### src/rtl/spwm_pkg.sv
package spwm_pkg;

    typedef enum logic [0:0] {
        ST_OFF = 1'b0,
        ST_RUN = 1'b1
    } run_state_e;

    typedef enum logic [0:0] {
        POL_POS = 1'b0,
        POL_NEG = 1'b1
    } half_pol_e;

endpackage

### src/rtl/spwm_sine_rom.sv
module spwm_sine_rom #(
    parameter int SAMPLES = 200,
    parameter int MAG_W   = 12,
    parameter int IDX_W   = 8
) (
    input  logic [IDX_W-1:0] idx,
    output logic [MAG_W-1:0] mag
);

    logic [MAG_W-1:0] rom [SAMPLES];

    // Half-sine magnitudes, 0 to 180 degrees exclusive of the end point.
    for (genvar i = 0; i < SAMPLES; i++) begin : g_entry
        localparam real ANGLE = 3.14159265358979 * i / SAMPLES;
        localparam int  VAL   = $rtoi(((2.0 ** MAG_W) - 1.0) * $sin(ANGLE) + 0.5);
        assign rom[i] = VAL[MAG_W-1:0];
    end

    always_comb begin
        if (int'(idx) < SAMPLES) begin
            mag = rom[idx];
        end else begin
            mag = '0;
        end
    end

endmodule

### src/rtl/spwm_carrier.sv
module spwm_carrier #(
    parameter int PERIOD = 3000,
    parameter int CNT_W  = 12
) (
    input  logic             clk,
    input  logic             rst_n,
    input  logic             run,
    output logic [CNT_W-1:0] cnt,
    output logic             last
);

    localparam logic [CNT_W-1:0] TOP = CNT_W'(PERIOD - 1);

    assign last = run && (cnt == TOP);

    always_ff @(posedge clk or negedge rst_n) begin
        if (!rst_n) begin
            cnt <= '0;
        end else if (!run || last) begin
            cnt <= '0;
        end else begin
            cnt <= cnt + 1'b1;
        end
    end

endmodule

### src/rtl/spwm_leg.sv
module spwm_leg #(
    parameter int CNT_W = 12,
    parameter int DT_W  = 8
) (
    input  logic [CNT_W-1:0] cnt,
    input  logic [CNT_W-1:0] cmp,
    input  logic [DT_W-1:0]  dt,
    input  logic             switching,
    output logic             hi,
    output logic             lo
);

    logic [CNT_W:0] cnt_x;
    logic [CNT_W:0] cmp_x;
    logic [CNT_W:0] dt_x;

    assign cnt_x = (CNT_W+1)'(cnt);
    assign cmp_x = (CNT_W+1)'(cmp);
    assign dt_x  = (CNT_W+1)'(dt);

    // A clamped leg keeps its low side on; a switching leg is complementary
    // with a dead-time gap before each turn-on.
    always_comb begin
        hi = switching && (cnt_x >= dt_x) && (cnt_x < cmp_x);
        lo = !switching || (cnt_x >= cmp_x + dt_x);
    end

endmodule

### src/rtl/spwm_bridge.sv
module spwm_bridge #(
    parameter int CLK_PER_CARRIER = 3000,
    parameter int CNT_W           = 12,
    parameter int SAMPLES         = 200,
    parameter int MAG_W           = 12,
    parameter int DT_W            = 8
) (
    input  logic             clk,
    input  logic             rst_n,
    input  logic             enable,
    input  logic             fault_n,
    input  logic [CNT_W-1:0] max_duty,
    input  logic [DT_W-1:0]  dead_time,
    output logic             a_hi,
    output logic             a_lo,
    output logic             b_hi,
    output logic             b_lo
);
    import spwm_pkg::*;

    localparam int             IDX_W    = $clog2(SAMPLES);
    localparam int             PROD_W   = MAG_W + CNT_W;
    localparam logic [CNT_W:0] PERIOD_X = (CNT_W+1)'(CLK_PER_CARRIER);
    localparam logic [IDX_W-1:0] LAST_IDX = IDX_W'(SAMPLES - 1);

    run_state_e        state_q, state_d;
    half_pol_e         pol_q;
    logic [IDX_W-1:0]  idx_q, idx_nxt;
    logic [CNT_W-1:0]  amp_q, amp_sel, cmp_q, cmp_nxt, scaled;
    logic [DT_W-1:0]   dt_q, dt_sel;
    logic [CNT_W-1:0]  cnt;
    logic              tick, running, go, wrap, reload;
    logic [MAG_W-1:0]  mag;
    logic [PROD_W-1:0] prod;
    logic [CNT_W:0]    lim;
    logic [1:0]        leg_hi, leg_lo;
    logic [3:0]        drv_q;

    assign go      = enable && fault_n;
    assign running = (state_q == ST_RUN);

    // Next-state logic: START and HALT transitions.
    always_comb begin
        state_d = state_q;
        unique case (state_q)
            ST_OFF: state_d = go ? ST_RUN : ST_OFF;
            ST_RUN: state_d = go ? ST_RUN : ST_OFF;
        endcase
    end

    // State register.
    always_ff @(posedge clk or negedge rst_n) begin
        if (!rst_n) begin
            state_q <= ST_OFF;
        end else begin
            state_q <= state_d;
        end
    end

    spwm_carrier #(
        .PERIOD (CLK_PER_CARRIER),
        .CNT_W  (CNT_W)
    ) u_carrier (
        .clk   (clk),
        .rst_n (rst_n),
        .run   (running),
        .cnt   (cnt),
        .last  (tick)
    );

    // Sample sequencing and compare-value computation.
    assign wrap    = tick && (idx_q == LAST_IDX);
    assign reload  = !running || wrap;
    assign idx_nxt = (!running || wrap) ? '0 : idx_q + 1'b1;
    assign amp_sel = reload ? max_duty : amp_q;
    assign dt_sel  = reload ? dead_time : dt_q;

    spwm_sine_rom #(
        .SAMPLES (SAMPLES),
        .MAG_W   (MAG_W),
        .IDX_W   (IDX_W)
    ) u_rom (
        .idx (idx_nxt),
        .mag (mag)
    );

    always_comb begin
        prod    = PROD_W'(mag) * PROD_W'(amp_sel);
        scaled  = prod[PROD_W-1:MAG_W];
        lim     = PERIOD_X - (CNT_W+1)'(dt_sel);
        cmp_nxt = ({1'b0, scaled} > lim) ? lim[CNT_W-1:0] : scaled;
    end

    always_ff @(posedge clk or negedge rst_n) begin
        if (!rst_n) begin
            idx_q <= '0;
            pol_q <= POL_POS;
            amp_q <= '0;
            dt_q  <= '0;
            cmp_q <= '0;
        end else if (!running) begin
            idx_q <= '0;
            pol_q <= POL_POS;
            amp_q <= max_duty;
            dt_q  <= dead_time;
            cmp_q <= cmp_nxt;
        end else if (tick) begin
            idx_q <= idx_nxt;
            amp_q <= amp_sel;
            dt_q  <= dt_sel;
            cmp_q <= cmp_nxt;
            if (wrap) begin
                pol_q <= (pol_q == POL_POS) ? POL_NEG : POL_POS;
            end
        end
    end

    // Leg 0 is A, leg 1 is B; the polarity picks which one switches.
    for (genvar g = 0; g < 2; g++) begin : g_leg
        logic sw;
        assign sw = (g == 0) ? (pol_q == POL_POS) : (pol_q == POL_NEG);
        spwm_leg #(
            .CNT_W (CNT_W),
            .DT_W  (DT_W)
        ) u_leg (
            .cnt       (cnt),
            .cmp       (cmp_q),
            .dt        (dt_q),
            .switching (sw),
            .hi        (leg_hi[g]),
            .lo        (leg_lo[g])
        );
    end

    // Output register.
    always_ff @(posedge clk or negedge rst_n) begin
        if (!rst_n) begin
            drv_q <= '0;
        end else begin
            unique case (state_q)
                ST_RUN: drv_q <= go ? {leg_lo[1], leg_hi[1], leg_lo[0], leg_hi[0]} : 4'b0000;
                ST_OFF: drv_q <= 4'b0000;
            endcase
        end
    end

    // Fault blanking acts without waiting for a clock edge.
    assign a_hi = drv_q[0] & fault_n;
    assign a_lo = drv_q[1] & fault_n;
    assign b_hi = drv_q[2] & fault_n;
    assign b_lo = drv_q[3] & fault_n;

endmodule

### config.mk
export PLATFORM = sky130hd
export DESIGN_NAME = spwm_bridge
export DESIGN_NICKNAME = d
export VERILOG_FILES = /design/src/rtl/spwm_pkg.sv /design/src/rtl/spwm_sine_rom.sv /design/src/rtl/spwm_carrier.sv /design/src/rtl/spwm_leg.sv /design/src/rtl/spwm_bridge.sv
export SDC_FILE = /design/constraint.sdc
export NUM_CORES = 1
export LEC_CHECK = 0
export CAP_MARGIN = 20
export CORE_MARGIN = 2
export CORE_UTILIZATION = 46
export CTS_BUF_LIST = sky130_fd_sc_hd__clkbuf_16
export DETAILED_ROUTE_END_ITERATION = 8
export HOLD_SLACK_MARGIN = 0.03
export PLACE_DENSITY = 0.68
export SLEW_MARGIN = 20
export SYNTH_ARGS = -nofsm -noshare
export SYNTH_HDL_FRONTEND = slang
export SYNTH_HIERARCHICAL = 1
export SYNTH_SLANG_ARGS = --single-unit
### constraint.sdc
create_clock -name clk -period 27.3 [get_ports clk]
set_clock_uncertainty 0.1 [all_clocks]
set_input_delay 8.19 -clock clk [delete_from_list [all_inputs] [get_ports clk]]
set_output_delay 8.19 -clock clk [all_outputs]
set_load 0.02 [all_outputs]
==> results of run 1 <==
## cell type report
| type | count | area [um2] | area share, % |
|---|---|---|---|
| flip-flops and latches | 58 | 1450 | 10.9 |
| clock inverters | 7 | 85.1 | 0.637 |
| well taps | 341 | 427 | 3.19 |
| multi-input cells | 1209 | 9990 | 74.8 |
| repair buffers | 49 | 430 | 3.22 |
| clock buffers | 9 | 225 | 1.69 |
| inverters | 200 | 751 | 5.62 |
## power groups by stage
stage	combinational [mW]	clock (mW)	sequential [mW]
floorplan	0.0599	0	0.0937
global placement	0.0794	0	0.0958
detailed placement	0.0820	0	0.0959
CTS	0.0827	0.122	0.0943
global route	0.0935	0.126	0.0948
finish	0.0833	0.122	0.0943
## flip-flops by register name, indices dropped and copies added (netlist names)
signal / flops
amp_q: 12
cmp_q: 12
u_carrier/cnt: 12
dt_q: 8
idx_q: 8
drv_q: 4
g_leg.sw: 1
running: 1
## path summary, 6_finish.rpt
kind                                    endpoint  depth (start not counted)  slack (ns)             start
min in group asynchronous       u_carrier/cnt[7]                          2        7.91             rst_n
max in group asynchronous               amp_q[2]                          2       18.68             rst_n
worst min register to register          idx_q[5]                          2        0.40          idx_q[5]
worst max register to register          cmp_q[0]                         41       14.48  u_carrier/cnt[1]
worst min-delay path                    idx_q[5]                          2        0.40          idx_q[5]
worst max-delay path                        a_lo                          3        9.57           fault_n
## routing by layer
layer / GRT usage (%) / share of wire, % / up-vias
li1: - / - / 5309
met1: 32.2 / 44 / 5532
met2: 39.1 / 47 / 441
met3: 2.85 / 6.2 / 81
met4: 10.1 / 3.3 / 0
met5: 0 / 0 / -
## placed cells by master, fill, tap and decap left out, types with 16 or more instances in the layout
cell and n:
inv_1 198, nand2_1 189, ha_1 164, fa_1 101
a21oi_1 95, nor2_1 87, and2_1 65, dfrtp_1 58
o21ai_0 56, nand3_1 33, xnor2_1 29, a211oi_1 26
clkdlybuf4s50_1 26, o211ai_1 22, nand2b_1 21, buf_4 21
xor2_1 20, mux2_2 19, nor3_1 19, nand4_1 16
nor2b_1 16
## logic make-up (layout without fill, tap and decap cells)
group | after synthesis | after routing | share of synthesized area (%)
fa+ha+maj | 265 | 265 | 32.3
flops | 58 | 58 | 11.5
mux | 37 | 37 | 3.89
xor+xnor | 49 | 49 | 3.40
simple gates | 499 | 499 | 19.2
compound gates | 359 | 359 | 20.1
buf+inv | 291 | 265 | 9.69
## metrics by stage
stage               hold slack [ns]  util (%)  power [mW]
floorplan                     0.362         -       0.154
global placement              0.385      48.4       0.175
detailed placement            0.387      48.4       0.178
CTS                           0.399      49.5       0.299
global route                  0.434      49.6       0.314
finish                        0.395      49.6       0.299
## worst min-delay path: stages (launching register included)
cell,delay (ns)
dfrtp_1,0.35
nand2_1,0.05
o31ai_1,0.05
==> flow_summary.ini, run 1 <==
[clock_tree]
cts_setup_buffers = 0
clk_pin_slew_worst_paths_ns = 0.05
clk_latency_ns = 0.34
cts_root_buf = clkbuf_16
cts_num_sinks = 58
cts_buffers = 9
cts_tree = yes
post_cts_resized = 0
max-clock-path-buffers = 2
cts_hold_buf = 0
ctsHtreeMaxLevel = 3

[critical_path]
cp_cell_sequence = clkdlybuf4s50_1 -> and2_1 -> clkdlybuf4s50_1
cp_slowest_stage_delay_ns = 0.59
crit_family = buffers and inverters
critical_path_class = in2out
crit_top_cell = clkdlybuf4s50_1
path_max_fanout = 6
cp-start-kind = input pin
endpoint_kind = output port
slowest_stage = clkdlybuf4s50_1
crit_buf_inv = 2
cp.arrival_ns = 9.44
crit_required_ns = 19.01

[floorplanning]
core-area_um2 = 27000
start_util_pct = 46.9
ioPinCount = 28
dieArea_um2 = 28800
die_y_um = 170
rows = 60
die_x_um = 170

[timing]
min_period_ns = 17.73
max_slew_margin_pct = 39.3
post-route-period-util_pct = 65.0
fin_tns_setup_ns = 0
layout_setup_ws_ns = 9.57
slew_viol_final = 0
rsz0062_at_grt = false
worstMarginPinSlew_ns = 0.911
finalSetupViolCount = 0
hold_violations = 0
fmax_mhz = 56.4

[routing]
remaining_drc_errors = 0
wl_per_cell_um = 18.2
vias = 11400
ant_nets = 0
drt_pass1_iterations = 6
drt_iter0_markers = 1158
drt-vias-per-instance = 6.07
wirelength_um = 34100

[grt]
overflow = 0
grt_pass1_vias = 10900
grt_max_degree = 66
grt_first_pass_wirelength_um = 55800
grt.total_usage_pct = 23.9
antenna_found_initial = 0

[finish]
instances_no_fill = 1873
insertedDiodeCount = 0
drive_above_1_share_pct = 7.05
final_area_um2 = 13400
area_growth_pct = 5.76
fin_nets = 1816
fillers = 2551

[logic_synthesis]
ys_seq_area_share_pct = 11.5
synth-async-reset-ratio_pct = 100
syn_area_per_cell_um2 = 8.11
yosys.area.top_type = ha_1
synth_area_leaders = ha_1 16%, fa_1 16%, dfrtp_1 11%, inv_1 5.9%, nand2_1 5.6%
ys_ff_latch = 58
synth_commonest_cells = 197 x inv_1, 189 x nand2_1, 164 x ha_1
syn_area_um2 = 12600
synthMostInstantiatedCell = inv_1
ys.flop_type = dfrtp_1
synth_nets = 1847
synth_top_area_share_pct = 16.2
synthCells = 1558
synth_edf_count = 0
yosysWarnings = 6
ys_types = 98

[power_and_ir_drop]
p_comb_share_pct = 27.9
clkPwrFrac_pct = 40.6
p_leak_nw = 6.18
power.share.sequential_pct = 31.5
ir_worst_vdd_uv = 23.3
p_sw_mw = 0.0977
power.density_nw_per_um2 = 22.4
p_sw_share_pct = 32.6
p_int_mw = 0.201

[placement]
post_dp_cell_area_um2 = 13000
hpwl_um = 25400
pre_cts_slack_ns = 9.55
dpl.cell_count = 1856
io_buffers = 27
gp_congestion = 0.989

[min_path]
hp-class = reg2reg

[status]
outcome = complete, no violations

[job]
max-cap-violations = 0
Power figures use the tool's default switching activity.
==> run 2: changes to the inputs <==
Settings changed: PLACE_DENSITY 0.68 to 0.7.
Clock period 27.3 ns to 14.6 ns, I/O delays scaled along.
==> flow_summary.ini, run 2 (synthesis results as in run 1) <==
[status]
outcome = complete, no violations

[power_and_ir_drop]
p_leak_nw = 6.18
power.density_nw_per_um2 = 42.2
p_total_mw = 0.564
ir_worst_vdd_uv = 31.1

[min_path]
hp-class = reg2reg

[timing]
post-route-period-util_pct = 86.7
rsz0062_at_grt = false
fmax_mhz = 79.0
fin_tns_setup_ns = 0
finalSetupViolCount = 0
slew_viol_final = 0
min_period_ns = 12.66
hold_violations = 0
worstMarginPinSlew_ns = 0.907
max_slew_margin_pct = 39.6

[critical_path]
critical_path_class = reg2reg
cp_slowest_stage_delay_ns = 0.80
crit_family = adder cells
cp.arrival_ns = 12.83
endpoint_kind = flop
slowest_stage = ha_1
crit_top_cell = fa_1
cp-start-kind = flop
crit_required_ns = 14.77
crit_buf_inv = 6
path_max_fanout = 23

[clock_tree]
post_cts_resized = 0
cts_hold_buf = 0
cts_setup_buffers = 0
ctsHtreeMaxLevel = 3
cts_buffers = 9
max-clock-path-buffers = 2
cts_root_buf = clkbuf_16
clk_pin_slew_worst_paths_ns = 0.06
cts_num_sinks = 58
clk_latency_ns = 0.35
cts_tree = yes

[grt]
antenna_found_initial = 0
grt.total_usage_pct = 24.4
grt_pass1_vias = 11000
overflow = 0
grt_max_degree = 62
grt_first_pass_wirelength_um = 56600

[finish]
final_core_util_pct = 49.6
fillers = 2549
area_growth_pct = 5.78
instances_no_fill = 1873
final_cell_mix = 197 x inv_1, 189 x nand2_1, 164 x ha_1
final_common_cell = inv_1
drive_above_1_share_pct = 6.98
insertedDiodeCount = 0
reg_top3 = amp_q: 12 flops, cmp_q: 12 flops, u_carrier/cnt: 12 flops
fin_nets = 1816

[floorplanning]
rows = 60
ioPinCount = 28
dieArea_um2 = 28800
die_x_um = 170
core-area_um2 = 27000
start_util_pct = 46.9
die_y_um = 170

[placement]
io_buffers = 27
hpwl_um = 25900
dpl.cell_count = 1856
gp_congestion = 0.997

[routing]
wirelength_um = 34700
wl_per_cell_um = 18.5
ant_nets = 0
drt-vias-per-instance = 6.00
drt_iter0_markers = 1244
drt_pass1_iterations = 6
vias = 11200
remaining_drc_errors = 0

[job]
max-cap-violations = 0
==> run 2: cell types whose count changed in the layout (fill, tap and decap cells not counted), sizes merged <==
cell / change
clkbuf: -1
inv: -1
clkinvlp: -1
clkinv: +2
buf: +1
==> run 2: where the power goes <==
group / internal, mW / total, mW / switching [mW]
Combinational: 0.0617 / 0.155 / 0.0929
Sequential: 0.167 / 0.177 / 0.00914
Clock: 0.147 / 0.233 / 0.0858
Total: 0.377 / 0.564 / 0.188
==> run 2: worst register-to-register path: cells and delay by family, from the launching register on <==
| kind | cells | cell delay, ns |
|---|---|---|
| buf+inv | 6 | 0.98 |
| fa+ha+maj | 9 | 4.31 |
| xor+xnor | 1 | 0.11 |
| mux | 3 | 0.90 |
| flops | 1 | 0.53 |
| simple gates | 10 | 2.41 |
| compound gates | 12 | 3.24 |
==> run 2: routing by layer <==
metal | GRT usage [%] | vias up | wire length [um]
met5 | 0 | - | 0
met4 | 9.25 | 0 | 1050
met3 | 2.75 | 76 | 2170
met2 | 39.7 | 426 | 16100
met1 | 33.5 | 5435 | 15400
li1 | - | 5304 | -
==> run 2: per-stage QoR <==
stage	cell area, um2	hold WS [ns]	setup slack, ns
floorplan	12600	0.362	3.09
global placement	13000	0.384	2.21
detailed placement	13000	0.409	2.06
CTS	13400	0.416	1.97
global route	13400	0.449	1.16
finish	13400	0.411	1.94
==> run 2: worst paths after layout <==
path | from | endpoint | slack, ns | cells past startpoint
min reg2reg | u_carrier/cnt[0] | u_carrier/cnt[0] | 0.41 | 1
min in group asynchronous | rst_n | running | 4.11 | 2
max reg2reg | u_carrier/cnt[1] | cmp_q[0] | 1.94 | 41
max | u_carrier/cnt[1] | cmp_q[0] | 1.94 | 41
max in group asynchronous | rst_n | amp_q[1] | 9.74 | 2
min | u_carrier/cnt[0] | u_carrier/cnt[0] | 0.41 | 1
==> run 2: final cells by class <==
| class | instances | area [um2] | area share [%] |
|---|---|---|---|
| clock buffers | 9 | 225 | 1.69 |
| clock inverters | 7 | 83.8 | 0.627 |
| inverters | 200 | 751 | 5.62 |
| multi-input cells | 1209 | 9990 | 74.8 |
| flip-flops and latches | 58 | 1450 | 10.9 |
| well taps | 341 | 427 | 3.19 |
| repair buffers | 49 | 430 | 3.22 |
==> run 3: changes to the inputs <==
Settings changed: CTS_CLUSTER_DIAMETER set to 150.
==> results of run 3 <==
The final DEF is identical to that of run 2; final timing and power are the same.
